**config.mk**
```make
export PLATFORM = sky130hd
export DESIGN_NAME = nand_width_adapter
export DESIGN_NICKNAME = d
export VERILOG_FILES = /design/src/rtl/nwa_pkg.sv /design/src/rtl/nwa_decode.sv /design/src/rtl/nwa_lane.sv /design/src/rtl/nwa_seq.sv /design/src/rtl/nand_width_adapter.sv
export SDC_FILE = /design/constraint.sdc
export NUM_CORES = 1
export LEC_CHECK = 0
export BUFFER_PORTS_ARGS = -buffer_cell sky130_fd_sc_hd__buf_2
export CORE_MARGIN = 3
export CORE_UTILIZATION = 36
export CTS_CLUSTER_DIAMETER = 60
export DETAILED_ROUTE_END_ITERATION = 8
export PLACE_DENSITY = 0.55
export SETUP_SLACK_MARGIN = 0.02
export SLEW_MARGIN = 20
export SYNTH_ARGS = -nofsm -noshare
export SYNTH_HDL_FRONTEND = slang
export SYNTH_SLANG_ARGS = --single-unit
```
**constraint.sdc**
```tcl
create_clock -name clk -period 7.7 [get_ports clk]
set_input_delay 1.54 -clock clk [delete_from_list [all_inputs] [get_ports clk]]
set_output_delay 1.54 -clock clk [all_outputs]
set_load 0.005 [all_outputs]
```
**src/rtl/nwa_pkg.sv**
```systemverilog
package nwa_pkg;

    typedef enum logic [1:0] {
        ST_IDLE = 2'd0,
        ST_STRB = 2'd1,
        ST_RECV = 2'd2,
        ST_DONE = 2'd3
    } seq_state_e;

    // Register select inside a chip-select window; the encoding is decoded from address bits 3:2
    typedef enum logic [1:0] {
        RK_CMD  = 2'd0,
        RK_ADDR = 2'd1,
        RK_DATA = 2'd2,
        RK_RSVD = 2'd3
    } reg_kind_e;

    // Index of the final device cycle for a given bus width and size code
    function automatic logic [1:0] last_beat_f(input logic wide, input logic [1:0] size);
        logic [1:0] r;
        if (wide)           r = size[1] ? 2'd1 : 2'd0;
        else if (size[1])   r = 2'd3;
        else if (size[0])   r = 2'd1;
        else                r = 2'd0;
        return r;
    endfunction

    function automatic logic [31:0] size_mask_f(input logic [1:0] size);
        logic [31:0] m;
        if (size[1])      m = 32'hFFFF_FFFF;
        else if (size[0]) m = 32'h0000_FFFF;
        else              m = 32'h0000_00FF;
        return m;
    endfunction

endpackage

```
**src/rtl/nwa_decode.sv**
```systemverilog
module nwa_decode
    import nwa_pkg::*;
#(
    parameter int NUM_CS = 4,
    parameter int CS_W   = 2
) (
    input  logic [CS_W+3:0]    addr,
    input  logic               we,
    input  logic [1:0]         size,
    input  logic [NUM_CS-1:0]  cs_is_nand,
    input  logic [2*NUM_CS-1:0] cs_width,
    output logic [CS_W-1:0]    cs_idx,
    output reg_kind_e          kind,
    output logic               wide,
    output logic [1:0]         last_beat,
    output logic               go
);

    logic [NUM_CS-1:0] wide_vec;
    logic [NUM_CS-1:0] width_hi_unused_vec;
    logic              addr_lo_unused;
    logic              cs_in_range;
    logic              is_nand;

    // Only the low bit of each width code is honoured
    for (genvar g = 0; g < NUM_CS; g++) begin : g_width
        assign wide_vec[g]            = cs_width[2*g];
        assign width_hi_unused_vec[g] = cs_width[2*g+1];
    end

    // Byte offset inside a register has no effect
    assign addr_lo_unused = ^addr[1:0] ^ (^width_hi_unused_vec);

    always_comb begin
        cs_idx      = addr[CS_W+3:4];
        kind        = reg_kind_e'(addr[3:2]);
        cs_in_range = (32'(cs_idx) < NUM_CS);
        is_nand     = cs_in_range && cs_is_nand[cs_idx];
        wide        = cs_in_range && wide_vec[cs_idx];
        last_beat   = last_beat_f(wide, size);
        // Command/address registers are write-only; reserved slot never runs
        go          = is_nand && ((kind == RK_DATA) ||
                                  (we && (kind != RK_RSVD)));
    end

endmodule

```
**src/rtl/nwa_lane.sv**
```systemverilog
module nwa_lane (
    input  logic        wide,
    input  logic [1:0]  beat,
    input  logic [31:0] wdata,
    input  logic [15:0] dq_in,
    input  logic [31:0] acc,
    output logic [15:0] dq_out,
    output logic [31:0] acc_next
);

    always_comb begin
        acc_next = acc;
        if (wide) begin
            // Halfword lanes, lower half first
            dq_out = beat[0] ? wdata[31:16] : wdata[15:0];
            if (beat[0]) acc_next[31:16] = dq_in;
            else         acc_next[15:0]  = dq_in;
        end else begin
            // Byte lanes, least significant first
            dq_out = {8'h00, wdata[{beat, 3'b000} +: 8]};
            acc_next[{beat, 3'b000} +: 8] = dq_in[7:0];
        end
    end

endmodule

```
**src/rtl/nwa_seq.sv**
```systemverilog
module nwa_seq
    import nwa_pkg::*;
#(
    parameter int NUM_CS      = 4,
    parameter int CS_W        = 2,
    parameter int STROBE_CLKS = 2
) (
    input  logic              clk,
    input  logic              rst_n,
    input  logic              req,
    input  logic              we,
    input  logic [1:0]        size,
    input  logic [31:0]       wdata,
    input  logic [CS_W-1:0]   dec_cs,
    input  reg_kind_e         dec_kind,
    input  logic              dec_wide,
    input  logic [1:0]        dec_last,
    input  logic              dec_go,
    input  logic [31:0]       acc_next,
    output logic              ready,
    output logic [31:0]       rdata,
    output logic [1:0]        beat,
    output logic              wide,
    output logic [31:0]       wdata_q,
    output logic [31:0]       acc,
    output logic [NUM_CS-1:0] dev_cs_n,
    output logic              dev_cle,
    output logic              dev_ale,
    output logic              dev_re_n,
    output logic              dev_we_n,
    output logic              dev_dq_oe
);

    localparam int CNT_W = (STROBE_CLKS > 1) ? $clog2(STROBE_CLKS) : 1;
    localparam logic [CNT_W-1:0] CNT_LAST = CNT_W'(STROBE_CLKS - 1);
    localparam int RUN_W = CNT_W + 1;

    typedef struct packed {
        seq_state_e       st;
        logic [1:0]       beat;
        logic [CNT_W-1:0] cnt;
        logic [CS_W-1:0]  cs;
        reg_kind_e        kind;
        logic             wr;
        logic             wide;
        logic [1:0]       last;
        logic [1:0]       size;
        logic [31:0]      wdata;
        logic [31:0]      acc;
        logic [31:0]      rdata;
    } seq_t;

    seq_t seq_d, seq_q;
    logic active;

    always_comb begin
        seq_d = seq_q;
        unique case (seq_q.st)
            ST_IDLE: begin
                if (req) begin
                    seq_d.cs    = dec_cs;
                    seq_d.kind  = dec_kind;
                    seq_d.wr    = we;
                    seq_d.wide  = dec_wide;
                    seq_d.last  = dec_last;
                    seq_d.size  = size;
                    seq_d.wdata = wdata;
                    seq_d.acc   = '0;
                    seq_d.beat  = '0;
                    seq_d.cnt   = '0;
                    if (dec_go) begin
                        seq_d.st = ST_STRB;
                    end else begin
                        seq_d.rdata = '0;
                        seq_d.st    = ST_DONE;
                    end
                end
            end
            ST_STRB: begin
                if (seq_q.cnt == CNT_LAST) begin
                    // Sample read data on the last strobe-low clock
                    if (!seq_q.wr) seq_d.acc = acc_next;
                    seq_d.st = ST_RECV;
                end else begin
                    seq_d.cnt = seq_q.cnt + 1'b1;
                end
            end
            ST_RECV: begin
                if (seq_q.beat == seq_q.last) begin
                    seq_d.rdata = seq_q.wr ? 32'h0 : (seq_q.acc & size_mask_f(seq_q.size));
                    seq_d.st    = ST_DONE;
                end else begin
                    seq_d.beat = seq_q.beat + 1'b1;
                    seq_d.cnt  = '0;
                    seq_d.st   = ST_STRB;
                end
            end
            ST_DONE: seq_d.st = ST_IDLE;
            default: seq_d.st = ST_IDLE;
        endcase
    end

    always_ff @(posedge clk) begin
        if (!rst_n) seq_q <= '0;
        else        seq_q <= seq_d;
    end

    always_comb begin
        active    = (seq_q.st == ST_STRB) || (seq_q.st == ST_RECV);
        ready     = (seq_q.st == ST_DONE);
        rdata     = seq_q.rdata;
        beat      = seq_q.beat;
        wide      = seq_q.wide;
        wdata_q   = seq_q.wdata;
        acc       = seq_q.acc;
        dev_cs_n  = active ? ~(NUM_CS'(1) << seq_q.cs) : '1;
        dev_cle   = active && seq_q.wr && (seq_q.kind == RK_CMD);
        dev_ale   = active && seq_q.wr && (seq_q.kind == RK_ADDR);
        dev_re_n  = !((seq_q.st == ST_STRB) && !seq_q.wr);
        dev_we_n  = !((seq_q.st == ST_STRB) && seq_q.wr);
        dev_dq_oe = active && seq_q.wr;
    end

    // Length of the current strobe-low run, for the width checks below
    logic [RUN_W-1:0] low_run;
    logic             strobe_low;
    assign strobe_low = !dev_re_n || !dev_we_n;

    always_ff @(posedge clk) begin
        if (!rst_n)          low_run <= '0;
        else if (strobe_low) low_run <= low_run + 1'b1;
        else                 low_run <= '0;
    end

    AST_STROBE_NOT_LONG: assert property (@(posedge clk) disable iff (!rst_n)
        strobe_low |-> (low_run < RUN_W'(STROBE_CLKS))) else $error("strobe too long");

    AST_STROBE_NOT_SHORT: assert property (@(posedge clk) disable iff (!rst_n)
        (!strobe_low && $past(strobe_low)) |-> ($past(low_run) == RUN_W'(STROBE_CLKS - 1)))
        else $error("strobe too short");

    AST_READY_PULSE: assert property (@(posedge clk) disable iff (!rst_n)
        ready |=> !ready) else $error("ready longer than one cycle");

endmodule

```
**src/rtl/nand_width_adapter.sv**
```systemverilog
module nand_width_adapter
    import nwa_pkg::*;
#(
    parameter int NUM_CS      = 4,
    parameter int STROBE_CLKS = 2,
    localparam int CS_W       = (NUM_CS > 1) ? $clog2(NUM_CS) : 1,
    localparam int ADDR_W     = CS_W + 4
) (
    input  logic                clk,
    input  logic                rst_n,
    input  logic                host_req,
    input  logic                host_we,
    input  logic [ADDR_W-1:0]   host_addr,
    input  logic [1:0]          host_size,
    input  logic [31:0]         host_wdata,
    output logic [31:0]         host_rdata,
    output logic                host_ready,
    input  logic [NUM_CS-1:0]   cs_is_nand,
    input  logic [2*NUM_CS-1:0] cs_width,
    output logic [NUM_CS-1:0]   dev_cs_n,
    output logic                dev_cle,
    output logic                dev_ale,
    output logic                dev_re_n,
    output logic                dev_we_n,
    output logic [15:0]         dev_dq_out,
    output logic                dev_dq_oe,
    input  logic [15:0]         dev_dq_in
);

    logic [CS_W-1:0] dec_cs;
    reg_kind_e       dec_kind;
    logic            dec_wide;
    logic [1:0]      dec_last;
    logic            dec_go;
    logic [1:0]      beat;
    logic            wide_q;
    logic [31:0]     wdata_q;
    logic [31:0]     acc;
    logic [31:0]     acc_next;

    nwa_decode #(.NUM_CS(NUM_CS), .CS_W(CS_W)) decode_i (
        .addr       (host_addr),
        .we         (host_we),
        .size       (host_size),
        .cs_is_nand (cs_is_nand),
        .cs_width   (cs_width),
        .cs_idx     (dec_cs),
        .kind       (dec_kind),
        .wide       (dec_wide),
        .last_beat  (dec_last),
        .go         (dec_go)
    );

    nwa_seq #(.NUM_CS(NUM_CS), .CS_W(CS_W), .STROBE_CLKS(STROBE_CLKS)) seq_i (
        .clk       (clk),
        .rst_n     (rst_n),
        .req       (host_req),
        .we        (host_we),
        .size      (host_size),
        .wdata     (host_wdata),
        .dec_cs    (dec_cs),
        .dec_kind  (dec_kind),
        .dec_wide  (dec_wide),
        .dec_last  (dec_last),
        .dec_go    (dec_go),
        .acc_next  (acc_next),
        .ready     (host_ready),
        .rdata     (host_rdata),
        .beat      (beat),
        .wide      (wide_q),
        .wdata_q   (wdata_q),
        .acc       (acc),
        .dev_cs_n  (dev_cs_n),
        .dev_cle   (dev_cle),
        .dev_ale   (dev_ale),
        .dev_re_n  (dev_re_n),
        .dev_we_n  (dev_we_n),
        .dev_dq_oe (dev_dq_oe)
    );

    nwa_lane lane_i (
        .wide     (wide_q),
        .beat     (beat),
        .wdata    (wdata_q),
        .dq_in    (dev_dq_in),
        .acc      (acc),
        .dq_out   (dev_dq_out),
        .acc_next (acc_next)
    );

    AST_LATCH_EXCL: assert property (@(posedge clk) disable iff (!rst_n)
        !(dev_cle && dev_ale)) else $error("cle and ale together");

    AST_LATCH_NO_READ: assert property (@(posedge clk) disable iff (!rst_n)
        (dev_cle || dev_ale) |-> dev_re_n) else $error("latch strobe on read");

    AST_STROBE_EXCL: assert property (@(posedge clk) disable iff (!rst_n)
        (dev_re_n || dev_we_n)) else $error("read and write strobes together");

    AST_CS_ONEHOT: assert property (@(posedge clk) disable iff (!rst_n)
        $onehot0(~dev_cs_n)) else $error("several chip selects");

    AST_NONNAND_QUIET: assert property (@(posedge clk) disable iff (!rst_n)
        ((~dev_cs_n & ~cs_is_nand) == '0)) else $error("non-NAND select active");

    AST_NARROW_READ: assert property (@(posedge clk) disable iff (!rst_n)
        (host_ready && host_req && !host_we && (host_size == 2'd0)) |-> (host_rdata[31:8] == 24'h0))
        else $error("1-byte read returned upper bits");

endmodule

```
Yosys cells after proc, flatten, opt, wreduce, memory -nomap -nowiden
Index checks and enable logic that the tools add are counted.
Widths: inputs -> output; s select.
- $add $sub $neg: 3
- order comparisons: 1
- equal/unequal tests: 15
- shifts and indexed selects: 4
- mux-type cells: 35
- bitwise gates (word level): 2
- reductions and logical operators: 24
- operators with widths (operator ; number):
    $mux 32 ; 9
    $pmux 32 s2 ; 2
    $mux 111 ; 1
    $mux 16 ; 5
    $and 32x32->32 ; 1
    $bwmux 32 ; 1
    $shift 8x7->32 const A ; 1
    $shiftx 32x6->8 ; 1
    $shiftx 8x7->32 ; 1
    $mux 2 ; 5
    $ne 2x2->1 const B ; 5
    $reduce_and 5->1 ; 2
    $pmux 2 s4 ; 1
    $logic_and 1x1->1 ; 7
    $neg 5->7 ; 1
    $eq 2x2->1 const B ; 3
    $reduce_and 3->1 ; 2
    $mux 1 ; 5
    $bmux 1 s2 ; 2
    $eq 2x1->1 const B ; 2
    $logic_not 2->1 ; 2
    $mux 4 ; 1
    $ne 2x1->1 const B ; 2
    $not 4->4 ; 1
    other kinds (16) ; 21
- register bits: 111
- input bits: 72
- output and inout bits: 58
- logic and storage cells: 97

Depth between registers and ports, before layout
Gate-level depths: netlist of the first run.
- depth in word-level cells: 8
- gate-level depth with buffers: 10
- mapped depth without buffers: 6

Hierarchy
Synthesis of the first run repeated with hierarchy kept, for this count alone.
- cell total of the unflattened synthesis: 775
- area total of the unflattened synthesis: 6419.9 um^2
- modules (own cells, without submodules) (module ; instances ; cells an instance ; area each (um^2) ; seq. area each (um^2)):
    nwa_seq ; 1 ; 581 ; 4903.5 ; 2222.1
    nwa_lane ; 1 ; 180 ; 1373.8 ; 0.0
    nwa_decode ; 1 ; 14 ; 142.6 ; 0.0

Worst setup path before layout of the first run
No wires, ideal clock.
- path type: register to output
- start: register seq_i.seq_q (netlist bit seq_i.beat[0])
- end: output dev_dq_out[12]
- arrival: 1525 ps
- required time: 6160 ps
- setup slack: 4635 ps
- stages on the path, launching flop included: 6
- buffers on the path: 3
- cell sequence: dfxtp_1 clkbuf_1 buf_1 clkbuf_1 mux2i_1 nor2_1
- word-level cells in the longest chain between the ends: 2
- RTL lines (item ; line ; text):
    start: declaration ; nwa_seq.sv:53 ; seq_t seq_d, seq_q;
    start signal: assignment ; nwa_seq.sv:105 ; else seq_q <= seq_d;
    $mux 16 ; nwa_lane.sv:15 ; dq_out = beat[0] ? wdata[31:16] : wdata[15:0];
    $mux 16 ; nwa_lane.sv:13 ; if (wide) begin
    end: declaration ; nand_width_adapter.sv:25 ; output logic [15:0] dev_dq_out,
Every way passes these cells.

Worst setup path in the final report of the first run
- start: register seq_i.seq_q (netlist bit seq_i.beat[1])
- end: output dev_dq_out[5]
- word-level cells in the longest chain between the ends: 2
- RTL lines (item ; line ; text):
    $shiftx 32x6->8 ; nwa_lane.sv:20 ; dq_out = {8'h00, wdata[{beat, 3'b000} +: 8]};
    $mux 16 ; nwa_lane.sv:13 ;
Every way passes these cells.

==> flow_metrics.env, run 1 <==
export IMPL_hold_viol=0
export IMPL_synth_fp_nets=771
export IMPL_wl_per_cell_um=15.12
export IMPL_final_cell_mix="169 x nand2_1, 123 x buf_2, 111 x dfxtp_1"
export IMPL_die_area_um2=17510
export IMPL_die_x_um=132.3
export IMPL_cellInternalPower_uw=1104
export IMPL_clockBufferDepth=2
export IMPL_p_switching_uw=689.3
export IMPL_ir_drop_v=0.0001786
export IMPL_yosys_most_used_dff="dfxtp_1"
export IMPL_first_pass_iters=5
export IMPL_synthCells=689
export IMPL_num_io_pins=130
export IMPL_grt_max_degree=114
export IMPL_finalCritPeriodShare_pct=52.25
export IMPL_grt_pass1_vias=4744
export IMPL_fill_cells=1639
export IMPL_clock_sinks=111
export IMPL_post_cts_setup_buffer_count=0
export IMPL_critPathMaxStageDelay_ns=0.77
export IMPL_layout_nets=828
export IMPL_critPathLaunchType="flip-flop"
export IMPL_fp_row_count=45
export IMPL_ant_nets=0
export IMPL_seqPwrFrac_pct=37.4
export IMPL_power_frac_comb_pct=36.4
export IMPL_tns_ns=0
export IMPL_slew_headroom_pct=31.27
export IMPL_routabilityCongestion=0.8561
export IMPL_first_iter_violations=324
export IMPL_vias_per_cell=5.052
export IMPL_hpwl_um=10320
export IMPL_cts_root_buf="clkbuf_16"
export IMPL_synth_top_area_share_pct=38.68
export IMPL_multiInputGateArea_um2=2998
export IMPL_grt_usage_pct=16.49
export IMPL_crit_slowest_cell="dfxtp_1"
export IMPL_cp_max_fo=13
export IMPL_path_clk_slew_ns=0.07
export IMPL_place_inst=946
export IMPL_yosys_top_cells_area="dfxtp_1 39%, nand2_1 11%, mux2i_1 9.9%"
export IMPL_ys_ff_latch=111
export IMPL_leakage_uw=0.002512
export IMPL_fin_skew_ns=0.008571
export IMPL_sw_frac_of_total_pct=38.43
export IMPL_start_util_pct=37.23
export IMPL_drc=0
export IMPL_period_minus_slack_ns=4.023
export IMPL_grt_first_pass_wirelength_um=23970
export IMPL_seq_area_um2=2222
export IMPL_cts_buffers=9
export IMPL_clock_power_share_pct=26.2
export IMPL_synth_largest_area_cell="dfxtp_1"
export IMPL_syn_avg_cell_area_um2=8.337
export IMPL_post_cts_resize_count=0
export IMPL_setup_worst_path_end_class="output port"
export IMPL_final_common_cell="nand2_1"
export IMPL_status="finished, final reports clean"
export IMPL_drive_gt1_share_pct=20.77
export IMPL_worst_ep_required_time_ns=6.16
export IMPL_arrival_ns=2.48
export IMPL_syn2layout_area_growth_pct=13.03
export IMPL_synthDistinctLibCells=47
export IMPL_crit_type="reg2out"
export IMPL_cap_viol_max_count=0
export IMPL_overflow=0
export IMPL_ys_seq_area_share_pct=38.68
export IMPL_antenna_cells=0
export IMPL_io_buffers=123
export IMPL_rsz0062_at_grt="no"
export IMPL_drt_total_wl_um=14540
export IMPL_coreArea_um2=15430
export IMPL_cts_tree="yes"
export IMPL_antenna_found_initial=0
export IMPL_synth_edf_count=0
export IMPL_htree_levels=3
export IMPL_worstMarginPinSlew_ns=1.031
export IMPL_yosys_warnings=0
export IMPL_syn_area_um2=5744
export IMPL_ctsHoldBuffers=0
export IMPL_fmax_mhz=248.5
export IMPL_vias=4860
export IMPL_setup_viol=0
export IMPL_worstSkewPairLatency_ns=0.35
export IMPL_stdcell_count=962
export IMPL_dieHeight_um=132.3
export IMPL_worstHoldPathType="reg2reg"
export IMPL_worstPathCellList="inv_1 > nor2_2 > mux2i_1 > o21ai_0 > buf_2"
export IMPL_slew_violations=0
export IMPL_async_flop_share_pct=0
export IMPL_powerDensity_nw_per_um2=276.3
-- cell families after synthesis --
kind of cell	count (synthesis)	share of synthesized area, %
XOR/XNOR	2	0.3050
flip-flops	111	38.68
AO/OA/AOI/OAI	163	19.93
adder cells (fa/ha/maj)	10	2.178
buffers and inverters	98	9.214
multiplexers	59	10.78
AND/OR/NAND/NOR	246	18.91
-- cells in the mapped netlist (8+ instances only) --
cell type    n
o31ai_1      8
o211ai_1     8
a2111o_1     8
dfxtp_1    111
nand3_1     27
nand4_1      8
o21ai_0     45
nor2_1      10
ha_1        10
a21boi_0    54
a21boi_1    20
inv_1       16
buf_4       32
nand2_1    169
mux2i_1     57
clkbuf_1    38
-- routing by layer --
layer	vias to the layer above	global-route usage [%]	share of wire, %
met5	-	0	0
met4	0	5.254	1.4
met3	14	3.244	4.8
met2	106	26.04	47
met1	2298	22.78	47
li1	2442	-	-
-- power by group through the flow --
stage	Combinational, uW	Sequential [uW]	Clock, uW
floorplan	535	667	0
global placement	641	680	0
detailed placement	658	683	0
CTS	659	670	483
global route	732	678	506
finish	653	670	470
-- worst max-delay path: cells and delay by family, from the launching register on --
family / cells / cell delay [ns]
simple gates: 1 / 0.52
mux: 1 / 0.14
flops: 1 / 0.77
compound gates: 1 / 0.25
buf+inv: 2 / 0.44
-- sequential cells by signal, indices dropped and copies added, names as in the netlist --
register and flops:
seq_i.acc 32, seq_i.wide 1, seq_i.seq_q 12, seq_i.rdata 32, seq_i.beat 2, seq_i.wdata_q 32
-- layout make-up --
class / instances / area share (%)
clock buffer: 10 / 3.527
sequential: 111 / 34.23
multi-input combinational: 480 / 46.17
timing repair buffer: 128 / 10.06
tap: 211 / 4.066
inverter: 16 / 0.9250
clock inverter: 6 / 1.021
-- final timing paths --
| path | from | endpoint | slack [ns] | cells past startpoint |
|---|---|---|---|---|
| worst min-delay path | seq_i.rdata[16] | seq_i.rdata[16] | 0.45 | 2 |
| worst min register to register | seq_i.rdata[16] | seq_i.rdata[16] | 0.45 | 2 |
| worst max register to register | seq_i.beat[1] | seq_i.acc[20] | 4.64 | 6 |
| worst max-delay path | seq_i.beat[1] | dev_dq_out[5] | 3.68 | 5 |
-- through the flow --
| stage | power, uW | instance area [um2] | hold slack [ns] | setup WS [ns] | utilization [%] |
|---|---|---|---|---|---|
| detailed placement | 1341 | 6192 | 0.4441 | 3.721 | 40.14 |
| floorplan | 1202 | 5744 | 0.4345 | 4.635 | - |
| global route | 1916 | 6492 | 0.4747 | 3.480 | 42.08 |
| CTS | 1812 | 6487 | 0.4562 | 3.614 | 42.05 |
| finish | 1794 | 6492 | 0.4527 | 3.677 | 42.08 |
| global placement | 1321 | 6192 | 0.4421 | 3.808 | 40.14 |
No activity file was read; power rests on OpenSTA's default activity.
==> run 2, diff against run 1 <==
--- a/config.mk
+++ b/config.mk
@@ -5,12 +5,13 @@
 export SDC_FILE = /design/constraint.sdc
 export NUM_CORES = 1
 export LEC_CHECK = 0
+export ABC_AREA = 1
 export BUFFER_PORTS_ARGS = -buffer_cell sky130_fd_sc_hd__buf_2
 export CORE_MARGIN = 3
 export CORE_UTILIZATION = 36
 export CTS_CLUSTER_DIAMETER = 60
 export DETAILED_ROUTE_END_ITERATION = 8
-export PLACE_DENSITY = 0.55
+export PLACE_DENSITY = 0.57
 export SETUP_SLACK_MARGIN = 0.02
 export SLEW_MARGIN = 20
 export SYNTH_ARGS = -nofsm -noshare
==> constraint.sdc (replaced) <==
create_clock -name clk -period 3.25 [get_ports clk]
set_input_delay 0.65 -clock clk [delete_from_list [all_inputs] [get_ports clk]]
set_output_delay 0.65 -clock clk [all_outputs]
set_load 0.005 [all_outputs]
==> run 2 against run 1 <==
Against the previous run: wire length increased by 5.1%; register-to-register slack lost 3.9 ns; critical path depth increased by 2; die area hardly changed; clock skew decreased by 0.0016 ns; clock power rose by 130%; sequential power grew to 2.8 times the previous value; non-clock buffer count rose by 9; hold slack gained 0.0042 ns; first-iteration DRC count decreased by 1.2%; largest cell class unchanged; largest power group is now combinational logic; highest routed layer unchanged.
==> flow_metrics.env, run 2 <==
export IMPL_status="finished, final reports clean"
export IMPL_antenna_found_initial=0
export IMPL_path_buf_inv=0
export IMPL_slew_violations=0
export IMPL_ctsHoldBuffers=0
export IMPL_holdPathEnd="seq_i.seq_q[106]"
export IMPL_start_util_pct=37.23
export IMPL_worstMarginPinSlew_ns=0.8247
export IMPL_fin_skew_ns=0.006945
export IMPL_yosys_top_cells_area="dfxtp_1 39%, nand2_1 14%, a21oi_1 9.3%"
export IMPL_reg2reg_slack_ns=0.74
export IMPL_yosys_warnings=0
export IMPL_first_pass_iters=5
export IMPL_worstSkewPairLatency_ns=0.36
export IMPL_sw_frac_of_total_pct=41.85
export IMPL_rsz0062_at_grt="no"
export IMPL_final_cell_mix="212 x nand2_1, 123 x buf_2, 116 x nor2_1"
export IMPL_cp_max_fo=23
export IMPL_drive_gt1_share_pct=19.23
export IMPL_ys_ff_latch=111
export IMPL_cts_tree="yes"
export IMPL_cellInternalPower_uw=3041
export IMPL_path_clk_slew_ns=0.07
export IMPL_r2r_cells=7
export IMPL_coreArea_um2=15430
export IMPL_synth_fp_nets=944
export IMPL_grt_first_pass_wirelength_um=24890
export IMPL_leakage_uw=0.002871
export IMPL_cpLargestDelayFamily="simple AND/OR/NAND/NOR gates"
export IMPL_dp_slack_ns=0.7692
export IMPL_synth_largest_area_cell="dfxtp_1"
export IMPL_syn_area_um2=5743
export IMPL_io_buffers=123
export IMPL_seqPwrFrac_pct=35.5
export IMPL_synth_common_cells="212 x nand2_1, 116 x nor2_1, 111 x dfxtp_1"
export IMPL_clock_power_share_pct=20.9
export IMPL_critPathLaunchType="flip-flop"
export IMPL_clockBufferDepth=2
export IMPL_period_minus_slack_ns=2.508
export IMPL_p_switching_uw=2189
export IMPL_syn_avg_cell_area_um2=6.662
export IMPL_die_area_um2=17500
export IMPL_holdPathStages=2
export IMPL_vias_per_cell=4.796
export IMPL_dieHeight_um=132.3
export IMPL_drt_total_wl_um=15290
export IMPL_die_x_um=132.3
export IMPL_synthCells=862
export IMPL_htree_levels=3
export IMPL_ant_nets=0
export IMPL_multiInputGateArea_um2=2900
export IMPL_fill_cells=1714
export IMPL_grt_max_degree=60
export IMPL_worstHoldPathType="reg2reg"
export IMPL_fp_row_count=45
export IMPL_cts_buffers=9
export IMPL_vias=5482
export IMPL_worst_ep_required_time_ns=3.54
export IMPL_setup_viol=0
export IMPL_async_flop_share_pct=0
export IMPL_overflow=0
export IMPL_synthDistinctLibCells=29
export IMPL_crit_type="reg2reg"
export IMPL_critPathMaxStageDelay_ns=0.73
export IMPL_grt_usage_pct=17.44
export IMPL_ys_seq_area_share_pct=38.69
export IMPL_synth_top_area_share_pct=38.69
export IMPL_clock_sinks=111
export IMPL_r2r_end="seq_i.acc[9]"
export IMPL_final_common_cell="nand2_1"
export IMPL_setup_worst_path_end_class="flip-flop"
export IMPL_reg2reg_from="seq_i.seq_q[109]"
export IMPL_synth_edf_count=0
export IMPL_crit_slowest_cell="ha_1"
export IMPL_num_io_pins=130
export IMPL_cap_viol_max_count=0
export IMPL_powerDensity_nw_per_um2=796.8
export IMPL_hold_viol=0
export IMPL_seq_area_um2=2222
export IMPL_arrival_ns=2.80
export IMPL_cts_root_buf="clkbuf_16"
export IMPL_grt_pass1_vias=5053
export IMPL_tns_ns=0
export IMPL_hpwl_um=10990
export IMPL_first_iter_violations=320
export IMPL_power_frac_comb_pct=43.6
export IMPL_layout_nets=1008
export IMPL_ir_drop_v=0.0003235
export IMPL_min_from="seq_i.seq_q[106]"
export IMPL_routabilityCongestion=0.8976
export IMPL_wl_per_cell_um=13.38
export IMPL_syn2layout_area_growth_pct=14.29
export IMPL_drc=0
export IMPL_slew_headroom_pct=45.02
export IMPL_yosys_most_used_dff="dfxtp_1"
export IMPL_synth_most_common_cell="nand2_1"
export IMPL_finalCritPeriodShare_pct=77.16
export IMPL_worstPathCellList="ha_1 > nor2_1 > nor2_1 > nand3_1 > nor2_2 > nand3_1 > a21oi_1"
export IMPL_fmax_mhz=398.8
export IMPL_post_cts_setup_buffer_count=0
export IMPL_post_cts_resize_count=0
export IMPL_final_setup_worst_slack_ns=0.7422
## run 2: cell types whose count changed in the layout (fill, tap and decap cells not counted), moves of 17 or more
cell / delta
a21boi_0: -53
a21boi_1: -20
a21oi_1: +101
inv_1: +18
mux2i_1: -57
nand2_1: +43
nand3_1: +47
nor2_1: +106
o21ai_0: +17
## run 2: worst min-delay path: cells and delay by family, from the launching register on
family | cells | cell delay [ns]
AO/OA/AOI/OAI | 1 | 0.05
flip-flops | 1 | 0.30
buffers and inverters | 1 | 0.06
## run 2: power by group through the flow
stage	Clock, uW	Combinational (uW)	Sequential [uW]
2_1_floorplan	0	1850	1840
3_3_place_gp	0	2290	1890
3_5_place_dp	0	2300	1890
4_1_cts	1130	2300	1860
5_1_grt	1160	2620	1900
6_report	1090	2280	1860
## run 2: worst max path at each step
stage | start | endpoint | slack (ns) | cells after the start
4_1_cts | seq_i.seq_q[109] | dev_we_n | 0.73 | 3
2_1_floorplan | seq_i.beat[0] | seq_i.acc[6] | 1.35 | 9
5_1_grt | seq_i.seq_q[110] | seq_i.acc[30] | 0.45 | 9
3_3_place_gp | seq_i.seq_q[110] | seq_i.acc[18] | 0.81 | 7
3_5_place_dp | seq_i.seq_q[110] | seq_i.acc[15] | 0.77 | 9
6_report | seq_i.seq_q[109] | seq_i.acc[9] | 0.74 | 7
## run 2: final cells by class
cell class              count  area share [%]
clock buffers              11           3.851
repair buffers            137           10.98
flip-flops and latches    111           33.85
inverters                  43           2.459
clock inverters             5          0.6100
multi-input cells         624           44.19
well taps                 211           4.022
diodes                      1         0.03812
## run 2: routing by layer
layer / GRT usage [%] / part of all wire, % / wire, um
met5: 0 / 0 / 0
met4: 6.467 / 2.3 / 350
met3: 4.504 / 5.3 / 814
met2: 27.77 / 46 / 7026
met1: 22.85 / 46 / 7101
## run 2: cell families after synthesis
| kind of cell | after synthesis | share of synthesized area [%] |
|---|---|---|
| simple gates | 433 | 31.66 |
| fa+ha+maj | 10 | 2.179 |
| buf+inv | 127 | 11.02 |
| compound gates | 181 | 16.45 |
| flops | 111 | 38.69 |
## run 2: metrics by stage
stage | util (%) | power (uW) | hold WS (ns) | cell area (um2) | instances
detailed placement | 40.63 | 4191 | 0.4516 | 6269 | 1126
global placement | 40.63 | 4175 | 0.4456 | 6269 | 1126
CTS | 42.53 | 5294 | 0.4641 | 6561 | 1142
global route | 42.53 | 5685 | 0.4813 | 6561 | 1142
finish | 42.55 | 5230 | 0.4569 | 6564 | 1143
floorplan | - | 3691 | 0.4292 | 5743 | 862
